File: src/rtl/spi_wake_pkg.sv
package spi_wake_pkg;
    typedef struct packed {
        logic ssi;
        logic ssm;
        logic ie;
        logic en;
    } ctrl_t;

    localparam int CTRL_W = $bits(ctrl_t);
    localparam int ST_DONE = 0;
    localparam int ST_OVR  = 1;
    localparam int ST_MF   = 2;
    localparam int ST_REC  = 3;
    localparam int STAT_W  = 4;
endpackage

File: src/rtl/spi_wake_sync.sv
module spi_wake_sync #(
    parameter int SIG_W  = 3,
    parameter int STAGES = 2,
    parameter logic [SIG_W-1:0] RST_VAL = '0
) (
    input  logic             clk,
    input  logic             rst_n,
    input  logic [SIG_W-1:0] async_i,
    output logic [SIG_W-1:0] sync_o
);
    logic [STAGES-1:0][SIG_W-1:0] pipe_d, pipe_q;

    always_comb begin
        pipe_d[0] = async_i;
        for (int i = 1; i < STAGES; i++) pipe_d[i] = pipe_q[i-1];
    end

    always_ff @(posedge clk or negedge rst_n) begin
        if (!rst_n) begin
            for (int i = 0; i < STAGES; i++) pipe_q[i] <= RST_VAL;
        end else begin
            pipe_q <= pipe_d;
        end
    end

    assign sync_o = pipe_q[STAGES-1];
endmodule

File: src/rtl/spi_wake_rx.sv
module spi_wake_rx #(
    parameter int FRAME_W = 8
) (
    input  logic               clk,
    input  logic               rst_n,
    input  logic               sck_s,
    input  logic               mosi_s,
    input  logic               active,
    output logic               done_o,
    output logic               abort_o,
    output logic [FRAME_W-1:0] byte_o
);
    localparam int CNT_W = (FRAME_W > 2) ? $clog2(FRAME_W) : 1;
    localparam logic [CNT_W-1:0] LAST = CNT_W'(FRAME_W - 1);

    typedef struct packed {
        logic               sck_prev;
        logic [CNT_W-1:0]   cnt;
        logic [FRAME_W-1:0] sr;
        logic               done;
        logic               abort;
        logic [FRAME_W-1:0] byte_v;
    } rx_state_t;

    rx_state_t rx_d, rx_q;
    logic [FRAME_W-1:0] shifted;

    always_comb begin
        rx_d          = rx_q;
        rx_d.done     = 1'b0;
        rx_d.abort    = 1'b0;
        rx_d.sck_prev = sck_s;
        shifted       = {rx_q.sr[FRAME_W-2:0], mosi_s};
        if (!active) begin
            if (rx_q.cnt != '0) rx_d.abort = 1'b1;
            rx_d.cnt = '0;
        end else if (sck_s && !rx_q.sck_prev) begin
            rx_d.sr = shifted;
            if (rx_q.cnt == LAST) begin
                rx_d.done   = 1'b1;
                rx_d.byte_v = shifted;
                rx_d.cnt    = '0;
            end else begin
                rx_d.cnt = rx_q.cnt + 1'b1;
            end
        end
    end

    always_ff @(posedge clk or negedge rst_n) begin
        if (!rst_n) rx_q <= '0;
        else        rx_q <= rx_d;
    end

    assign done_o  = rx_q.done;
    assign abort_o = rx_q.abort;
    assign byte_o  = rx_q.byte_v;

    AST_DONE_NEEDS_EDGE: assert property (@(posedge clk) disable iff (!rst_n)
        rx_q.done |-> $past(active));
endmodule

File: src/rtl/spi_wake_core.sv
module spi_wake_core
    import spi_wake_pkg::*;
#(
    parameter int FRAME_W = 8
) (
    input  logic               clk,
    input  logic               rst_n,
    input  logic               ss_n_s,
    input  logic               rx_done,
    input  logic               rx_abort,
    input  logic [FRAME_W-1:0] rx_byte,
    input  logic               ctrl_we_i,
    input  logic [CTRL_W-1:0]  ctrl_wdata_i,
    input  logic               stat_re_i,
    input  logic               data_re_i,
    input  logic               gmask_i,
    input  logic               wait_i,
    input  logic               halt_i,
    input  logic               wake_ack_i,
    output logic               active_o,
    output logic [FRAME_W-1:0] rdata_o,
    output logic [STAT_W-1:0]  status_o,
    output logic               irq_o,
    output logic               wake_req_o
);
    typedef struct packed {
        ctrl_t              ctrl;
        logic               spif;
        logic               ovr;
        logic               modf;
        logic [FRAME_W-1:0] data;
        logic               snap_rx;
        logic               snap_mf;
        logic               halt_q;
        logic               armed;
        logic               wake;
        logic               woke;
        logic               recover;
    } core_state_t;

    core_state_t st_d, st_q;
    logic halt_rise, halt_fall, sel, armed_eff, regs_ok, accept;

    always_comb begin
        halt_rise = halt_i && !st_q.halt_q;
        halt_fall = !halt_i && st_q.halt_q;
        sel       = st_q.ctrl.en && (st_q.ctrl.ssm ? !st_q.ctrl.ssi : !ss_n_s);
        armed_eff = halt_rise ? sel : st_q.armed;
        active_o  = sel && (!halt_i || armed_eff);
        regs_ok   = !halt_i;
        accept    = rx_done && !st_q.recover;

        st_d        = st_q;
        st_d.halt_q = halt_i;
        st_d.armed  = halt_i ? armed_eff : 1'b0;

        if (regs_ok && stat_re_i) begin
            st_d.snap_rx = st_q.spif || st_q.ovr;
            st_d.snap_mf = st_q.modf;
        end
        if (regs_ok && data_re_i && st_q.snap_rx) begin
            st_d.spif    = 1'b0;
            st_d.ovr     = 1'b0;
            st_d.snap_rx = 1'b0;
        end
        if (regs_ok && ctrl_we_i) begin
            st_d.ctrl = ctrl_t'(ctrl_wdata_i);
            if (st_q.snap_mf) begin
                st_d.modf    = 1'b0;
                st_d.snap_mf = 1'b0;
            end
        end

        if (rx_done && st_q.recover) st_d.recover = 1'b0;
        if (accept) begin
            if (st_d.spif) begin
                st_d.ovr = 1'b1;
            end else begin
                st_d.spif = 1'b1;
                st_d.data = rx_byte;
            end
        end
        if (rx_abort) st_d.modf = 1'b1;

        if (wake_ack_i) st_d.wake = 1'b0;
        if (halt_i && armed_eff && st_q.ctrl.ie && accept) begin
            st_d.wake = 1'b1;
            st_d.woke = 1'b1;
        end
        if (halt_fall) begin
            st_d.woke    = 1'b0;
            st_d.recover = st_q.woke;
        end
        if (!st_d.ctrl.en) st_d.recover = 1'b0;
    end

    always_ff @(posedge clk or negedge rst_n) begin
        if (!rst_n) st_q <= '0;
        else        st_q <= st_d;
    end

    always_comb begin
        status_o          = '0;
        status_o[ST_DONE] = st_q.spif;
        status_o[ST_OVR]  = st_q.ovr;
        status_o[ST_MF]   = st_q.modf;
        status_o[ST_REC]  = st_q.recover;
        rdata_o           = st_q.data;
        irq_o             = st_q.ctrl.ie && !gmask_i && (st_q.spif || st_q.ovr || st_q.modf);
        wake_req_o        = st_q.wake || (wait_i && irq_o);
    end

    AST_OVR_AFTER_SPIF: assert property (@(posedge clk) disable iff (!rst_n)
        $rose(st_q.ovr) |-> $past(st_q.spif));
    AST_MODF_NO_WAKE: assert property (@(posedge clk) disable iff (!rst_n)
        (rx_abort && !rx_done && !st_q.wake) |=> !st_q.wake);
    AST_WAKE_HELD: assert property (@(posedge clk) disable iff (!rst_n)
        (st_q.wake && !wake_ack_i) |=> st_q.wake);
    AST_HALT_FROZEN_CTRL: assert property (@(posedge clk) disable iff (!rst_n)
        halt_i |=> $stable(st_q.ctrl));
    AST_RECOVER_DISCARD: assert property (@(posedge clk) disable iff (!rst_n)
        (st_q.recover && rx_done) |=> ($stable(st_q.data) && !st_q.recover));
endmodule

File: src/rtl/spi_slave_wake.sv
module spi_slave_wake
    import spi_wake_pkg::*;
#(
    parameter int FRAME_W     = 8,
    parameter int SYNC_STAGES = 2
) (
    input  logic               clk,
    input  logic               rst_n,
    input  logic               sck_i,
    input  logic               ss_n_i,
    input  logic               mosi_i,
    input  logic               ctrl_we_i,
    input  logic [3:0]         ctrl_wdata_i,
    input  logic               stat_re_i,
    input  logic               data_re_i,
    input  logic               gmask_i,
    input  logic               wait_i,
    input  logic               halt_i,
    input  logic               wake_ack_i,
    output logic [FRAME_W-1:0] rdata_o,
    output logic [3:0]         status_o,
    output logic               irq_o,
    output logic               wake_req_o
);
    logic [2:0] pins_s;
    logic       rx_done, rx_abort, active;
    logic [FRAME_W-1:0] rx_byte;

    spi_wake_sync #(.SIG_W(3), .STAGES(SYNC_STAGES), .RST_VAL(3'b010)) u_sync (
        .clk(clk), .rst_n(rst_n),
        .async_i({sck_i, ss_n_i, mosi_i}),
        .sync_o(pins_s)
    );

    spi_wake_rx #(.FRAME_W(FRAME_W)) u_rx (
        .clk(clk), .rst_n(rst_n),
        .sck_s(pins_s[2]), .mosi_s(pins_s[0]), .active(active),
        .done_o(rx_done), .abort_o(rx_abort), .byte_o(rx_byte)
    );

    spi_wake_core #(.FRAME_W(FRAME_W)) u_core (
        .clk(clk), .rst_n(rst_n),
        .ss_n_s(pins_s[1]),
        .rx_done(rx_done), .rx_abort(rx_abort), .rx_byte(rx_byte),
        .ctrl_we_i(ctrl_we_i), .ctrl_wdata_i(ctrl_wdata_i),
        .stat_re_i(stat_re_i), .data_re_i(data_re_i),
        .gmask_i(gmask_i), .wait_i(wait_i), .halt_i(halt_i), .wake_ack_i(wake_ack_i),
        .active_o(active), .rdata_o(rdata_o), .status_o(status_o),
        .irq_o(irq_o), .wake_req_o(wake_req_o)
    );
endmodule

File: config.mk
export PLATFORM = sky130hd
export DESIGN_NAME = spi_slave_wake
export DESIGN_NICKNAME = d
export VERILOG_FILES = /design/src/rtl/spi_wake_pkg.sv /design/src/rtl/spi_wake_sync.sv /design/src/rtl/spi_wake_rx.sv /design/src/rtl/spi_wake_core.sv /design/src/rtl/spi_slave_wake.sv
export SDC_FILE = /design/constraint.sdc
export NUM_CORES = 1
export LEC_CHECK = 0
export BUFFER_PORTS_ARGS = -buffer_cell sky130_fd_sc_hd__buf_2
export CAP_MARGIN = 10
export CORE_MARGIN = 5
export CORE_UTILIZATION = 55
export CTS_CLUSTER_DIAMETER = 200
export DETAILED_ROUTE_END_ITERATION = 8
export HOLD_SLACK_MARGIN = 0.12
export PLACE_DENSITY = 0.77
export SLEW_MARGIN = 30
export SYNTH_ARGS = -nofsm -noshare
export SYNTH_HDL_FRONTEND = slang
export SYNTH_SLANG_ARGS = --single-unit
export TNS_END_PERCENT = 10
File: constraint.sdc
create_clock -name clk -period 2 [get_ports clk]
set_input_delay 0.3 -clock clk [delete_from_list [all_inputs] [get_ports clk]]
set_output_delay 0.3 -clock clk [all_outputs]
set_load 0.02 [all_outputs]
==> out/metrics.csv, run 1 <==
metric;value;unit
powerDensity;836;nW/um^2
yosysMostFrequentCell;dfrtp_1;
grt_pass1_vias;1237;
synth_mux_area_share;16.8;%
num_vias;1194;
grt_max_degree;32;
portBuffers;29;
cpMostUsedCell;ha_1;
fill_cells;273;
worst-path-max-fanout;9;
synth_adder_area_share;1.82;%
clk_path_buf_depth;2;
status;finished, final reports clean;
antenna_found_initial;0;
synth_xor_area_share;0;%
synth_compound_area_share;5.54;%
netlist_area;2060;sq um
ir_drop;0.569;mV
async_flop_share;100;%
synth_top_family_by_area;multiplexers;
startpoint_type;flop;
worst_path_largest_cell_delay;0.41;ns
layout-drive-gt1-share;41.0;%
nets;196;
cts_tree;yes;
critPathKind;reg -> reg;
ys_ff_latch;49;
ant_nets;0;
grt_use_total;14.4;%
slowest_stage;dfrtp_1;
maxSlewViolCount;0;
clock_skew;0.00676;ns
place_congestion;0.795;
hold_violations;0;
place_area;2190;sq um
multi_input_area;702;sq um
wirelength;3.15;mm
synthCells;149;
cts-root-buf;clkbuf_8;
synth_top_area_share;57.2;%
globalRouteOverflowTotal;0;
clk-insertion-delay-late;0.30;ns
ys.flop_type;dfrtp_1;
synthTopCellsByArea;dfrtp_1, mux2_2, buf_4;
setup_viol;0;
period_minus_slack;1.67;ns
hold_class;in -> reg;
num_antenna_cells;0;
crit_arrival;1.86;ns
cts.clk_slew.worst_paths;0.08;ns
yosysTopAreaCell;dfrtp_1;
tns;0;ns
core_area;3630;sq um
rsz0062_at_grt;false;
synth_warnings;0;
cp-end-kind;flop;
postLayoutCellArea;2330;sq um
drcViolationCount;0;
yosysUniqueCellTypes;30;
period_share;83.3;%
drtIter0Drc;59;
maxSlewHeadroom;68.3;%
ff_latch_area;1230;sq um
synth_edf_count;0;
ios;30;
chipWidth;71.2;microns
grt_pass1_wl;5.63;mm
p_leak;1.19;nW
wl_per_cell;13.9;microns
cp.required;2.19;ns
cp_top_family;adder cells;
max_clock_freq;0.600;GHz
die_h;71.2;microns
synthSimpleGateAreaFrac;9.91;%
hpwl;2.33;mm
htree_levels;2;
clkSinkCount;49;
crit_chain;ha_1 > ha_1 > and3b_1 > nand4_4 > mux2_2;
synthToLayoutAreaGrowth;13.1;%
drv_cap;0;
whs;0.230;ns
initial_utilization;56.6;%
fin_util;64.0;%
rows;22;
worstPathBufferInverterCount;0;
syn-num-nets;168;
first_pass_iters;4;
worst_slew_pin_slew;0.472;ns
detail_route.vias_per_cell;5.28;
ys_top_cells_by_count;dfrtp_1, mux2_2, buf_4, inv_1, nor2_1;
die_area;5060;sq um
cts_made_buffers;5;
synth_area_per_cell;13.8;sq um
ys_seq_area_share;59.7;%
[worst reg2reg max path, stage by stage, from the launching register on]
cell and delay (ns):
dfrtp_1 0.41, ha_1 0.21, ha_1 0.20, and3b_1 0.21
nand4_4 0.17, mux2_2 0.36
[power breakdown]
part           internal (W)  switching (W)  leakage (nW)
Sequential          0.00107      0.0000619         0.645
Clock              0.000280       0.000312        0.0512
Combinational      0.000113       0.000108         0.495
Total               0.00146       0.000481          1.19
[logic make-up (layout without fill, tap and decap cells)]
kind of cell	after synthesis	after routing
AND/OR/NAND/NOR	30	30
AO/OA/AOI/OAI	16	16
adder cells (fa/ha/maj)	3	3
multiplexers	30	30
flip-flops	49	49
buffers and inverters	21	50
[stage by stage]
stage	cells	worst slack [ns]	total power, W
global route	226	0.274	0.00204
detailed placement	214	0.330	0.00137
finish	226	0.334	0.00195
global placement	214	0.378	0.00136
floorplan	149	0.428	0.00129
CTS	226	0.316	0.00197
[flip-flops by register name (all words and copies together) (netlist names)]
name	cells
u_core.rdata_o	8
u_core.status_o	4
u_rx.abort_o	1
u_sync.pipe_d	3
u_core.st_q	10
u_rx.done_o	1
u_rx.rx_q	11
u_rx.byte_o	8
u_sync.sync_o	3
[cells in the final DEF, fill, tap and decap left out, types with 2 or more instances in the layout]
cell type       n
dfrtp_1        47
buf_2          29
mux2_2         27
inv_1           7
nor2_1          6
clkbuf_8        6
nand3_1         5
a21boi_0        4
a21oi_1         4
nand3b_1        4
dlygate4sd3_1   4
nor2b_1         3
nand2b_1        3
ha_1            3
nand2_1         2
nand4_4         2
a21o_1          2
o22a_1          2
mux2i_1         2
dfstp_2         2
[metal layers]
layer,track usage (%),wire length [microns]
met5,0,0
met4,8.77,89
met3,3.98,206
met2,22.9,1540
met1,17.3,1310
[worst paths after layout]
check	cells past startpoint	start	slack, ns	end
worst min-delay path	1	halt_i	0.23	u_core.st_q[4]
min in group asynchronous	2	rst_n	0.47	u_core.st_q[20]
max in group asynchronous	3	rst_n	1.04	u_core.rdata_o[2]
worst max register to register	5	u_rx.rx_q[18]	0.33	u_rx.byte_o[4]
worst max-delay path	5	u_rx.rx_q[18]	0.33	u_rx.byte_o[4]
worst min register to register	0	u_sync.pipe_d[4]	0.35	u_sync.sync_o[1]
[timing repair]
item	CTS	global route
setup buffers	0	0
setup endpoints to repair	0	0
resized for setup	0	0
hold buffers	4	0
endpoints found under the hold margin	19	0
[cell type report]
type                    instances  area share, %
clock buffers                   6           3.55
clock inverters                 2          0.592
inverters                       7           1.13
multi-input cells              79           30.2
flip-flops and latches         49           52.8
well taps                      48           2.58
repair buffers                 35           9.14
Note: power is estimated with default switching activity, not from simulation.
==> inputs of run 2 (changes only) <==
- clock period: 2 -> 1.6 ns (I/O delays scaled with it)
==> run 2 against run 1 <==
Die area unchanged. Register-to-register slack got worse by 0.33 ns. Critical endpoint is now u_rx.byte_o[5]. Largest cell class unchanged. Clock skew decreased by 0.0026 ns. Sequential power increased by 26%.
==> out/metrics.csv, run 2 (synthesis results as in run 1) <==
metric;value;unit;change
period_share;99.5;%;+16 points
clock_skew;0.00414;ns;-0.00262 ns
crit_arrival;1.78;ns;-0.08 ns
status;finished, final reports clean;;
min_path_cells;2;;+1
largest_register_ffs;11;;unchanged
ios;30;;unchanged
core_area;3630;sq um;unchanged
layout-drive-gt1-share;44.7;%;+3.7 points
cts_tree;yes;;
worst-path-max-fanout;5;;-4
powerDensity;978;nW/um^2;+17%
cp-end-kind;flop;;
cts_made_buffers;5;;unchanged
cts.clk_slew.worst_paths;0.08;ns;about the same
num_antenna_cells;0;;unchanged
worst_slew_pin_slew;0.471;ns;-0.00144 ns
final_common_cell;dfrtp_1;;
num_vias;1230;;+3.0%
nets;206;;+5.1%
reg2reg_depth;5;;unchanged
hold_path_startpoint;ctrl_wdata_i[1];;
holdPathEnd;u_core.st_q[19];;
max_clock_freq;0.628;GHz;+4.7%
ant_nets;0;;unchanged
hpwl;2.57;mm;+11%
drtIter0Drc;47;;-20%
cts-root-buf;clkbuf_8;;
p_leak;1.24;nW;+4.4%
initial_utilization;56.6;%;unchanged
startpoint_type;flop;;
place_area;2240;sq um;+2.3%
r2r_end;u_rx.byte_o[5];;
postLayoutCellArea;2450;sq um;+5.3%
grt_use_total;16.1;%;+1.7 points
grt_pass1_wl;6.23;mm;+11%
place_congestion;0.796;;about the same
hold_class;in -> reg;;
ir_drop;0.744;mV;+31%
clk-insertion-delay-late;0.30;ns;about the same
reg2reg_from;u_rx.rx_q[18];;
htree_levels;2;;unchanged
regMostFlops;u_rx.rx_q;;
final_cell_mix;dfrtp_1, buf_2, mux2_2, buf_4, inv_1;;
wirelength;3.59;mm;+14%
synthToLayoutAreaGrowth;19.0;%;
maxSlewHeadroom;68.6;%;+0.28 points
die_area;5060;sq um;unchanged
reg_top3;u_rx.rx_q x11, u_core.st_q x10;;
globalRouteOverflowTotal;0;;unchanged
maxSlewViolCount;0;;unchanged
setup_viol;0;;unchanged
grt_max_degree;31;;-3.1%
reg2reg_slack;0.008;ns;-0.33 ns
hold_violations;0;;unchanged
first_pass_iters;4;;unchanged
die_h;71.2;microns;unchanged
antenna_found_initial;0;;unchanged
portBuffers;29;;unchanged
whs;0.179;ns;-0.0508 ns
fill_cells;264;;-3.3%
drcViolationCount;0;;unchanged
wl_per_cell;15.2;microns;+9.2%
rsz0062_at_grt;true;;
tns;0;ns;unchanged
cp.required;1.79;ns;-0.40 ns
detail_route.vias_per_cell;5.21;;-1.3%
grt_pass1_vias;1353;;+9.4%
chipWidth;71.2;microns;unchanged
period_minus_slack;1.59;ns;-0.0744 ns
rows;22;;unchanged
clkSinkCount;49;;unchanged
drv_cap;0;;unchanged
critPathKind;reg -> reg;;
clk_path_buf_depth;2;;unchanged
[run 2: changes by cell type in the layout (fill, tap and decap cells not counted), moves of 2 or more]
cell and change:
mux2_4 +5, ha_1 -2, buf_4 +8, clkbuf_1 +3
mux2_2 -5
[run 2: how the worst max path moves through the flow]
| stage | to | startpoint | slack [ns] | cells past startpoint |
|---|---|---|---|---|
| final | u_rx.byte_o[5] | u_rx.rx_q[18] | 0.008 | 5 |
| after global routing | u_rx.byte_o[3] | u_rx.rx_q[18] | -0.03 | 5 |
| after CTS | u_rx.byte_o[5] | u_rx.rx_q[19] | 0.003 | 5 |
| after detailed placement | u_rx.byte_o[3] | u_rx.rx_q[18] | -0.05 | 5 |
| after global placement | u_rx.byte_o[5] | u_rx.rx_q[18] | 0.01 | 5 |
| after floorplan | u_rx.byte_o[0] | u_rx.rx_q[18] | 0.03 | 5 |
[run 2: stage by stage]
| step | power, W | setup WS, ns | instances | util (%) |
|---|---|---|---|---|
| final | 0.00240 | 0.00837 | 236 | 67.4 |
| after global routing | 0.00251 | -0.0348 | 236 | 67.4 |
| after CTS | 0.00241 | 0.00346 | 233 | 66.7 |
| after detailed placement | 0.00172 | -0.0525 | 219 | 61.6 |
| after global placement | 0.00170 | 0.0131 | 219 | 61.6 |
| after floorplan | 0.00162 | 0.0280 | 149 | - |
[run 2: per-layer routing]
metal	share of wire [%]	global-route usage, %	up-vias
li1	-	-	580
met5	0	0	-
met2	50	26.4	32
met3	5.6	6.11	11
met1	41	17.7	607
met4	3.0	8.98	0
[run 2: power breakdown]
| part | switching [W] | leakage (nW) | internal [W] |
|---|---|---|---|
| sequential | 0.0000835 | 0.645 | 0.00134 |
| combinational | 0.000147 | 0.559 | 0.000151 |
| clock | 0.000363 | 0.0395 | 0.000311 |
| total | 0.000594 | 1.24 | 0.00180 |
[run 2: layout make-up]
class	instances	area (sq um)	share of cell area, %
inverters	7	26.3	1.07
repair buffers	44	293	12.0
well taps	48	60.1	2.45
clock buffers	8	80.1	3.27
multi-input cells	80	761	31.1
flip-flops and latches	49	1230	50.2
[run 2: what timing repair did]
action | in CTS | in global routing
hold buffers | 4 | 0
endpoints found under the setup margin | 8 | 9
hold endpoints to repair | 20 | 0
cloned | 1 | 0
gates resized for setup | 10 | 1
pin swaps | 1 | 0
buffers inserted | 1 | 3
[run 2: worst max-delay path: stages, from the launching register on]
cell and delay [ns]:
dfrtp_1 0.37, ha_2 0.19, ha_4 0.13, and3b_2 0.24, nand4_4 0.19, mux2_4 0.36
